**src/rtl/ea_pkg.sv**
```systemverilog
package ea_pkg;

  typedef enum logic [2:0] {
    AM_DIRECT = 3'd0,
    AM_IND    = 3'd1,
    AM_REL    = 3'd2,
    AM_BIDX   = 3'd3,
    AM_RBIDX  = 3'd4
  } am_e;

  typedef enum logic [1:0] {
    SG_DS   = 2'd0,
    SG_ES   = 2'd1,
    SG_SS   = 2'd2,
    SG_NONE = 2'd3
  } sg_e;

  typedef enum logic [1:0] {
    PR_BX = 2'd0,
    PR_BP = 2'd1,
    PR_SI = 2'd2,
    PR_DI = 2'd3
  } pr_e;

endpackage

```
**src/rtl/ea_offset.sv**
```systemverilog
module ea_offset
  import ea_pkg::*;
#(
  parameter int OFF_W  = 16,
  parameter int NARR_W = 8
) (
  input  logic [2:0]       mode,
  input  logic [1:0]       ptr_sel,
  input  logic             idx_sel,
  input  logic [OFF_W-1:0] bx,
  input  logic [OFF_W-1:0] bp,
  input  logic [OFF_W-1:0] si,
  input  logic [OFF_W-1:0] di,
  input  logic [OFF_W-1:0] disp,
  input  logic             disp_wide,
  output logic [OFF_W-1:0] off,
  output logic             legal
);

  localparam int EXT_W = OFF_W - NARR_W;

  logic [OFF_W-1:0] disp_ext;
  logic [OFF_W-1:0] ptr_val;
  logic [OFF_W-1:0] base_val;
  logic [OFF_W-1:0] idx_val;

  always_comb begin
    if (disp_wide) disp_ext = disp;
    else           disp_ext = {{EXT_W{disp[NARR_W-1]}}, disp[NARR_W-1:0]};
  end

  always_comb begin
    case (ptr_sel)
      PR_BX:   ptr_val = bx;
      PR_BP:   ptr_val = bp;
      PR_SI:   ptr_val = si;
      default: ptr_val = di;
    endcase
  end

  assign base_val = ptr_sel[0] ? bp : bx;
  assign idx_val  = idx_sel ? di : si;

  always_comb begin
    legal = 1'b1;
    case (mode)
      AM_DIRECT: off = disp;
      AM_IND:    off = ptr_val;
      AM_REL:    off = ptr_val + disp_ext;
      AM_BIDX:   off = base_val + idx_val;
      AM_RBIDX:  off = base_val + idx_val + disp_ext;
      default: begin
        off   = '0;
        legal = 1'b0;
      end
    endcase
  end


  narrow_disp_chk: assert final (disp_wide || disp_ext[OFF_W-1:NARR_W] == {EXT_W{disp[NARR_W-1]}});

endmodule

```
**src/rtl/ea_seg_sel.sv**
```systemverilog
module ea_seg_sel
  import ea_pkg::*;
(
  input  logic [2:0] mode,
  input  logic [1:0] ptr_sel,
  input  logic       ovr_en,
  input  logic [1:0] ovr_seg,
  output logic [1:0] seg
);

  logic [1:0] dflt;
  logic       ovr_ok;

  always_comb begin
    case (mode)
      AM_IND, AM_REL: begin
        case (ptr_sel)
          PR_BP:   dflt = SG_SS;
          PR_DI:   dflt = SG_ES;
          default: dflt = SG_DS;
        endcase
      end
      AM_BIDX, AM_RBIDX: dflt = ptr_sel[0] ? SG_SS : SG_DS;
      default:           dflt = SG_DS;
    endcase
  end

  assign ovr_ok = ovr_en && (ovr_seg != SG_NONE);
  assign seg    = ovr_ok ? ovr_seg : dflt;


  seg_code_chk: assert final (seg != SG_NONE);

endmodule

```
**src/rtl/ea_phys.sv**
```systemverilog
module ea_phys
  import ea_pkg::*;
#(
  parameter int OFF_W     = 16,
  parameter int SEG_SHIFT = 4
) (
  input  logic [1:0]                 seg,
  input  logic [OFF_W-1:0]           ds,
  input  logic [OFF_W-1:0]           es,
  input  logic [OFF_W-1:0]           ss,
  input  logic [OFF_W-1:0]           off,
  output logic [OFF_W+SEG_SHIFT-1:0] phys
);

  localparam int PA_W = OFF_W + SEG_SHIFT;

  logic [OFF_W-1:0] seg_val;

  always_comb begin
    case (seg)
      SG_ES:   seg_val = es;
      SG_SS:   seg_val = ss;
      default: seg_val = ds;
    endcase
  end

  assign phys = PA_W'({seg_val, {SEG_SHIFT{1'b0}}} + {{SEG_SHIFT{1'b0}}, off});

endmodule

```
**src/rtl/seg_ea_gen.sv**
```systemverilog
module seg_ea_gen
  import ea_pkg::*;
#(
  parameter int OFF_W     = 16,
  parameter int NARR_W    = 8,
  parameter int SEG_SHIFT = 4
) (
  input  logic                       clk,
  input  logic                       rst_n,
  input  logic                       req_i,
  input  logic [2:0]                 mode_i,
  input  logic [1:0]                 ptr_sel_i,
  input  logic                       idx_sel_i,
  input  logic [OFF_W-1:0]           bx_i,
  input  logic [OFF_W-1:0]           bp_i,
  input  logic [OFF_W-1:0]           si_i,
  input  logic [OFF_W-1:0]           di_i,
  input  logic [OFF_W-1:0]           disp_i,
  input  logic                       disp_wide_i,
  input  logic [OFF_W-1:0]           ds_i,
  input  logic [OFF_W-1:0]           es_i,
  input  logic [OFF_W-1:0]           ss_i,
  input  logic                       ovr_en_i,
  input  logic [1:0]                 ovr_seg_i,
  output logic                       valid_o,
  output logic [OFF_W-1:0]           off_o,
  output logic [1:0]                 seg_o,
  output logic [OFF_W+SEG_SHIFT-1:0] phys_o
);

  localparam int PA_W = OFF_W + SEG_SHIFT;

  logic [OFF_W-1:0] off_c;
  logic             legal_c;
  logic [1:0]       seg_c;
  logic [PA_W-1:0]  phys_c;
  logic             load;

  logic             valid_q, valid_d;
  logic [OFF_W-1:0] off_q, off_d;
  logic [1:0]       seg_q, seg_d;
  logic [PA_W-1:0]  phys_q, phys_d;

  ea_offset #(.OFF_W(OFF_W), .NARR_W(NARR_W)) u_off (
    .mode      (mode_i),
    .ptr_sel   (ptr_sel_i),
    .idx_sel   (idx_sel_i),
    .bx        (bx_i),
    .bp        (bp_i),
    .si        (si_i),
    .di        (di_i),
    .disp      (disp_i),
    .disp_wide (disp_wide_i),
    .off       (off_c),
    .legal     (legal_c)
  );

  ea_seg_sel u_seg (
    .mode    (mode_i),
    .ptr_sel (ptr_sel_i),
    .ovr_en  (ovr_en_i),
    .ovr_seg (ovr_seg_i),
    .seg     (seg_c)
  );

  ea_phys #(.OFF_W(OFF_W), .SEG_SHIFT(SEG_SHIFT)) u_phys (
    .seg  (seg_c),
    .ds   (ds_i),
    .es   (es_i),
    .ss   (ss_i),
    .off  (off_c),
    .phys (phys_c)
  );

  assign load = req_i && legal_c;

  always_comb begin
    valid_d = load;
    off_d   = off_q;
    seg_d   = seg_q;
    phys_d  = phys_q;
    if (load) begin
      off_d  = off_c;
      seg_d  = seg_c;
      phys_d = phys_c;
    end
  end

  always_ff @(posedge clk or negedge rst_n) begin
    if (!rst_n) begin
      valid_q <= 1'b0;
      off_q   <= '0;
      seg_q   <= '0;
      phys_q  <= '0;
    end else begin
      valid_q <= valid_d;
      off_q   <= off_d;
      seg_q   <= seg_d;
      phys_q  <= phys_d;
    end
  end

  assign valid_o = valid_q;
  assign off_o   = off_q;
  assign seg_o   = seg_q;
  assign phys_o  = phys_q;


  valid_pulse_chk: assert property (@(posedge clk) disable iff (!rst_n)
    (req_i && mode_i <= 3'd4) |=> valid_o);


  no_valid_chk: assert property (@(posedge clk) disable iff (!rst_n)
    !(req_i && mode_i <= 3'd4) |=> (!valid_o && $stable(off_o) && $stable(seg_o) && $stable(phys_o)));


  phys_sum_chk: assert property (@(posedge clk) disable iff (!rst_n)
    valid_o |-> phys_o == PA_W'({(seg_o == SG_ES) ? $past(es_i) : (seg_o == SG_SS) ? $past(ss_i) : $past(ds_i),
                                 {SEG_SHIFT{1'b0}}} + {{SEG_SHIFT{1'b0}}, off_o}));


  override_chk: assert property (@(posedge clk) disable iff (!rst_n)
    (req_i && mode_i <= 3'd4 && ovr_en_i && ovr_seg_i != SG_NONE) |=> seg_o == $past(ovr_seg_i));


  direct_off_chk: assert property (@(posedge clk) disable iff (!rst_n)
    (req_i && mode_i == AM_DIRECT) |=> off_o == $past(disp_i));

endmodule

```
**config.mk**
```make
export PLATFORM = sky130hd
export DESIGN_NAME = seg_ea_gen
export DESIGN_NICKNAME = d
export VERILOG_FILES = /design/src/rtl/ea_pkg.sv /design/src/rtl/ea_offset.sv /design/src/rtl/ea_seg_sel.sv /design/src/rtl/ea_phys.sv /design/src/rtl/seg_ea_gen.sv
export SDC_FILE = /design/constraint.sdc
export NUM_CORES = 1
export LEC_CHECK = 0
export BUFFER_PORTS_ARGS = -buffer_cell sky130_fd_sc_hd__buf_2
export CORE_AREA = 3 3 101 103
export CTS_BUF_LIST = sky130_fd_sc_hd__clkbuf_2
export CTS_CLUSTER_DIAMETER = 200
export CTS_CLUSTER_SIZE = 16
export DETAILED_ROUTE_END_ITERATION = 12
export DIE_AREA = 0 0 104 106
export GPL_ROUTABILITY_DRIVEN = 1
export GPL_TIMING_DRIVEN = 0
export PLACE_DENSITY = 0.82
export SETUP_SLACK_MARGIN = 0.1
export SYNTH_ARGS = -nofsm -noshare
export SYNTH_HDL_FRONTEND = slang
export SYNTH_SLANG_ARGS = --single-unit
```
**constraint.sdc**
```tcl
create_clock -name clk -period 1.2 [get_ports clk]
set_clock_uncertainty 0.1 [all_clocks]
set_input_delay 0.18 -clock clk [delete_from_list [all_inputs] [get_ports clk]]
set_output_delay 0.18 -clock clk [all_outputs]
set_load 0.01 [all_outputs]
```
Yosys cells after proc, flatten, opt, wreduce, memory -nomap -nowiden
Cells that the tools add are included.
{"block": "word_totals", "reg_bits": 39, "inputBits": 141, "output_inout_bits": 39, "wordCells": 36}
{"block": "classes", "add_sub_neg": 4, "eq_ne": 10, "mux": 11, "reduce_logical": 7}
{"cell": "16-bit case mux with 5 select lines", "count": 1}
{"cell": "16-bit adder", "count": 3}
{"cell": "16-bit 2-to-1 mux", "count": 3}
{"cell": "16-bit case mux with 3 select lines", "count": 1}
{"cell": "16-bit case mux with 2 select lines", "count": 1}
{"cell": "20-bit by 16-bit adder with 20-bit output", "count": 1}
{"cell": "2-bit case mux with 2 select lines", "count": 2}
{"cell": "2-bit equality test, second input constant", "count": 3}
{"cell": "3-bit by 2-bit equality test with 1-bit output, second input constant", "count": 2}
{"cell": "5-bit OR reduction", "count": 1}
{"cell": "2-bit by 1-bit equality test with 1-bit output, second input constant", "count": 2}
{"cell": "2-bit 2-to-1 mux", "count": 2}
{"cell": "2-bit OR reduction", "count": 2}
{"cell": "3-bit by 1-bit equality test with 1-bit output, second input constant", "count": 1}
{"cell": "3-bit equality test, second input constant", "count": 1}
{"cell": "3-bit logical NOT", "count": 1}
{"cell": "1-bit logical AND", "count": 2}
{"cell": "2-bit logical NOT", "count": 1}
{"cell": "2-bit != test, second input constant", "count": 1}
{"cell": "1-bit 2-to-1 mux", "count": 1}

Longest topological paths before layout
{"block": "depth", "depth_word": 7, "ltp_mapped": 29, "mapped_depth_nobuf": 25}

Cells and area by module
From an unflattened synthesis, not the netlist that was laid out.
{"block": "unflattened", "hier_cells": 631, "hier_area_um2": 5580.4}
{"mod": "ea_offset", "instances": 1, "cells_each": 398, "area_each_um2": 3050.4, "seq_area_each_um2": 0.0}
{"mod": "seg_ea_gen", "instances": 1, "cells_each": 83, "area_each_um2": 1477.7, "seq_area_each_um2": 975.9}
{"mod": "ea_phys", "instances": 1, "cells_each": 139, "area_each_um2": 980.9, "seq_area_each_um2": 0.0}
{"mod": "ea_seg_sel", "instances": 1, "cells_each": 11, "area_each_um2": 71.3, "seq_area_each_um2": 0.0}

Least setup slack after synthesis
Ideal clock, no wire load.
{"block": "synth_timing", "path_kind": "input-to-reg", "from": "input port ptr_sel_i[0]", "to": "register phys_q[16], in the netlist phys_o[16]", "setup_ns": 0.132, "arrival_ns": 5.973, "t_required_ns": 0.968, "slack_ns": -5.005, "cell_stages": 27, "n_path_buf": 4, "cell_sequence": "buf_2 > buf_4 > buf_6 > clkbuf_1 > mux2_2 > ha_1 > fa_1 > a21o_1 > a21oi_1 > o21ai_1 > a31oi_1 > xor2_1 > o21ai_0 > ha_1 > a21o_1 > a31o_2 > a31oi_1 > nand4_1 > a21o_1 > and3_1 > mux2i_1 > nand2_1 > ha_1 > or3_1 > o31ai_2 > xnor2_1 > o21ai_1"}
{"block": "synth_between", "word_cells_on_any_way": 18, "classes_between": "add/sub: 4; eq/ne: 5; mux: 8; reduce/logical: 1"}
{"element": "start: declaration", "line_no": "seg_ea_gen.sv:12", "text": "input logic [1:0] ptr_sel_i,"}
{"element": "16-bit 2-to-1 mux, or another cell as far along", "line_no": "ea_offset.sv:41", "text": "assign base_val = ptr_sel[0] ? bp : bx;"}
{"element": "16-bit adder or 16-bit case mux with 3 select lines (tied branches)", "line_no": "ea_offset.sv:50, ea_offset.sv:51, ea_offset.sv:33"}
{"element": "16-bit adder (on tied branches)", "line_no": "ea_offset.sv:51, ea_offset.sv:49"}
{"element": "16-bit case mux with 5 select lines (*)", "line_no": "ea_offset.sv:46", "text": "case (mode)"}
{"element": "via off_c[15]", "line_no": "seg_ea_gen.sv:33", "text": "logic [OFF_W-1:0] off_c;"}
{"element": "20-bit by 16-bit adder with 20-bit output (*)", "line_no": "ea_phys.sv:27", "text": "assign phys = PA_W'({seg_val, {SEG_SHIFT{1'b0}}} + {{SEG_SHIFT{1'b0}}, off});"}
{"element": "end signal: assignment", "line_no": "seg_ea_gen.sv:99", "text": "phys_q <= phys_d;"}
{"element": "end: declaration", "line_no": "seg_ea_gen.sv:42", "text": "logic [PA_W-1:0] phys_q, phys_d;"}
Mark *: on every way through the listed nets, which the timed path passes. The rest lies on a longest branch.
A chain may end at the register's enable or synchronous reset.

Worst setup path after layout
{"block": "layout_timing", "from": "input port ptr_sel_i[0]", "to": "register phys_q[17], in the netlist phys_o[17]"}
The elaborated chain is that of the path after synthesis.

==> impl_metrics.env <==
export IMPL_yosys_top_cells_area="dfrtp_1, ha_1, mux2_2"
export IMPL_root_buffer="clkbuf_2"
export IMPL_slowest_stage="ha_1"
export IMPL_hold_start="ds_i[15]"
export IMPL_clk_transition_reported_paths_ns=0.20
export IMPL_cp_required_ns=1.45
export IMPL_fp_dieW_um=104
export IMPL_synthMostInstantiatedCell="nand2_1"
export IMPL_cts_tree="built"
export IMPL_critical_path_class="in -> reg"
export IMPL_drive_gt1_frac=0.507
export IMPL_clk_path_buf_depth=2
export IMPL_clock_sinks=35
export IMPL_min_path_type="in -> reg"
export IMPL_nets=1129
export IMPL_async_flop_share=1.00
export IMPL_yosys_warnings=0
export IMPL_die_height_um=106
export IMPL_area_growth_syn_to_layout_pct=58.0
export IMPL_wire_per_inst_um=21.0
export IMPL_drv_cap=0
export IMPL_portBuffers=175
export IMPL_crit_path_end_kind="flip-flop"
export IMPL_ctsHtreeMaxLevel=2
export IMPL_syn_avg_cell_area_um2=7.97
export IMPL_fin_ws_ns=-4.25
export IMPL_seq_area_um2=876
export IMPL_timing_fmax_mhz=183
export IMPL_critPathMaxFanout=9
export IMPL_place_area_um2=6420
export IMPL_power_frac_seq=0.180
export IMPL_worst_path_most_repeated_cell="ha_1"
export IMPL_p_int_mw=5.38
export IMPL_dieArea_um2=11000
export IMPL_power_density_nw_per_um2=1170
export IMPL_synth_top_area_frac=0.170
export IMPL_grt_overflow=0
export IMPL_synth_largest_area_cell="dfrtp_1"
export IMPL_netlist_area_um2=5160
export IMPL_worstMarginPinSlew_ns=1.12
export IMPL_critical_path_top_delay_family="compound AO/OA/AOI/OAI gates"
export IMPL_antenna_found_initial=1
export IMPL_synth_common_cells="nand2_1, o21ai_0, ha_1"
export IMPL_cp_startpoint="ptr_sel_i[0]"
export IMPL_setup_violations_final=71
export IMPL_final_fill_count=498
export IMPL_syn_nets=835
export IMPL_rsz0062_at_grt="yes"
export IMPL_slew_headroom=0.249
export IMPL_dp_final_hpwl_mm=14.5
export IMPL_design_area_um2=8150
export IMPL_status="complete, but fails checks"
export IMPL_grtUsageTotal=0.332
export IMPL_violations="setup timing"
export IMPL_p_sw_mw=4.19
export IMPL_ys_types=67
export IMPL_crit_arrival_ns=5.70
export IMPL_drc_errors=0
export IMPL_finalHoldViolCount=0
export IMPL_synthFlopType="dfrtp_1"
export IMPL_io_pins=180
export IMPL_clk_latency_ns=0.39
export IMPL_synthCells=647
export IMPL_synth_yosys_seq_area_share=0.170
export IMPL_grt_pass1_vias=6288
export IMPL_slew_violations=0
export IMPL_power_leakage_nw=3.87
export IMPL_synth_seq_cells=35
export IMPL_finalCritPeriodShare=4.54
export IMPL_switching_share=0.438
export IMPL_peakVddDrop_v=0.000657
export IMPL_postRouteAntennaNets=0
export IMPL_holdWs_ns=0.0377
export IMPL_multi_input_area_um2=4810
export IMPL_routed_via_count=6808
export IMPL_cts_buffers=5
export IMPL_wl_mm=22.6
export IMPL_start_kind="input port"
export IMPL_p_comb_frac=0.738
export IMPL_initial_utilization=0.556
export IMPL_drt_pass1_iterations=5
export IMPL_rows=35
export IMPL_post_route_util=0.878
export IMPL_clkPwrFrac=0.081
export IMPL_synth_edf_count=0
export IMPL_critPathMaxStageDelay_ns=0.42
export IMPL_place_ws_ns=-4.75
export IMPL_r2r_start="off_o[10]$_DFFE_PN0P_"
export IMPL_initialDrtViolationCount=562
export IMPL_grt_start_max_net_pins=36
export IMPL_coreArea_um2=9280
export IMPL_finalCriticalPeriod_ns=5.45
export IMPL_grt_pass1_wl_mm=30.1
export IMPL_routabilityCongestion=0.973
export IMPL_vias_per_cell=6.35
export IMPL_crit_buf_inv=4
[power groups by stage]
stage | clock (mW) | sequential, mW | combinational [mW]
after global routing | 0.819 | 1.77 | 7.47
after CTS | 0.769 | 1.71 | 5.53
final | 0.779 | 1.73 | 7.07
after global placement | 0 | 1.72 | 4.41
after floorplan | 0 | 1.89 | 3.00
after detailed placement | 0 | 1.74 | 4.54
[worst min-delay path: stages]
cell and delay, ns:
buf_2 0.09, a2111oi_0 0.12, o21ai_2 0.07, nand3_1 0.07
[layout make-up]
cell class / count / share of cell area
tap: 129 / 0.0198
clock buffer: 5 / 0.00307
sequential: 35 / 0.107
clock inverter: 3 / 0.00476
inverter: 23 / 0.0109
antenna: 1 / 0.000307
timing repair buffer: 286 / 0.224
multi-input combinational: 554 / 0.590
buffer: 36 / 0.0391
[timing repair]
| item | 4_1_cts | 5_1_grt |
|---|---|---|
| buffers inserted | 59 | 53 |
| pin swaps | 55 | 80 |
| cloned | 0 | 1 |
| setup endpoints to repair | 74 | 89 |
| hold endpoints to repair | 35 | 0 |
| resized for setup | 73 | 110 |
| hold buffers | 1 | 0 |
[stage by stage]
| step | cells | TNS, ns | power [mW] |
|---|---|---|---|
| 2_1_floorplan | 647 | -95.03 | 4.89 |
| 3_3_place_gp | 951 | -109.68 | 6.13 |
| 3_5_place_dp | 951 | -111.62 | 6.28 |
| 4_1_cts | 1017 | -92.27 | 8.01 |
| 5_1_grt | 1072 | -102.84 | 10.1 |
| 6_report | 1072 | -98.30 | 9.58 |
[per-layer routing]
| layer | vias to the layer above | track usage | part of all wire |
|---|---|---|---|
| li1 | 2987 | - | - |
| met1 | 3192 | 0.361 | 0.35 |
| met2 | 491 | 0.620 | 0.50 |
| met3 | 138 | 0.0601 | 0.092 |
| met4 | 0 | 0.162 | 0.059 |
| met5 | - | 0 | 0 |
[sequential cells by signal, indices dropped and copies added, names as in the netlist]
name     cells
off_o       16
phys_o      16
seg_o        2
valid_o      1
[kinds of logic after synthesis]
kind of cell | Yosys count | synth area share
buffers and inverters | 59 | 0.0487
multiplexers | 66 | 0.165
AND/OR/NAND/NOR | 198 | 0.177
adder cells (fa/ha/maj) | 47 | 0.118
XOR/XNOR | 33 | 0.0560
AO/OA/AOI/OAI | 209 | 0.265
flip-flops | 35 | 0.170
[path summary, 6_finish.rpt]
check	to	slack, ns	cells after the start
max	phys_o[17]$_DFFE_PN0P_	-4.25	25
min	phys_o[19]$_DFFE_PN0P_	0.04	4
max reg2reg	off_o[10]$_DFFE_PN0P_	0.06	3
min reg2reg	phys_o[4]$_DFFE_PN0P_	0.41	2
max in group asynchronous	off_o[0]$_DFFE_PN0P_	0.46	2
min in group asynchronous	phys_o[14]$_DFFE_PN0P_	0.17	2
[cell usage in the layout (no fill, tap or decap), types with 12 or more instances in the layout]
master	count
buf_2	163
buf_4	105
o21ai_0	27
dfrtp_1	35
a21o_1	13
nor3_1	13
a21oi_1	25
mux2_4	13
inv_1	19
buf_6	22
nor2_1	26
o21ai_1	25
ha_1	29
o21a_1	12
a22oi_1	21
nand2_1	84
clkbuf_1	15
xor2_1	15
mux2_2	28
(Power assumes the default switching activity.)
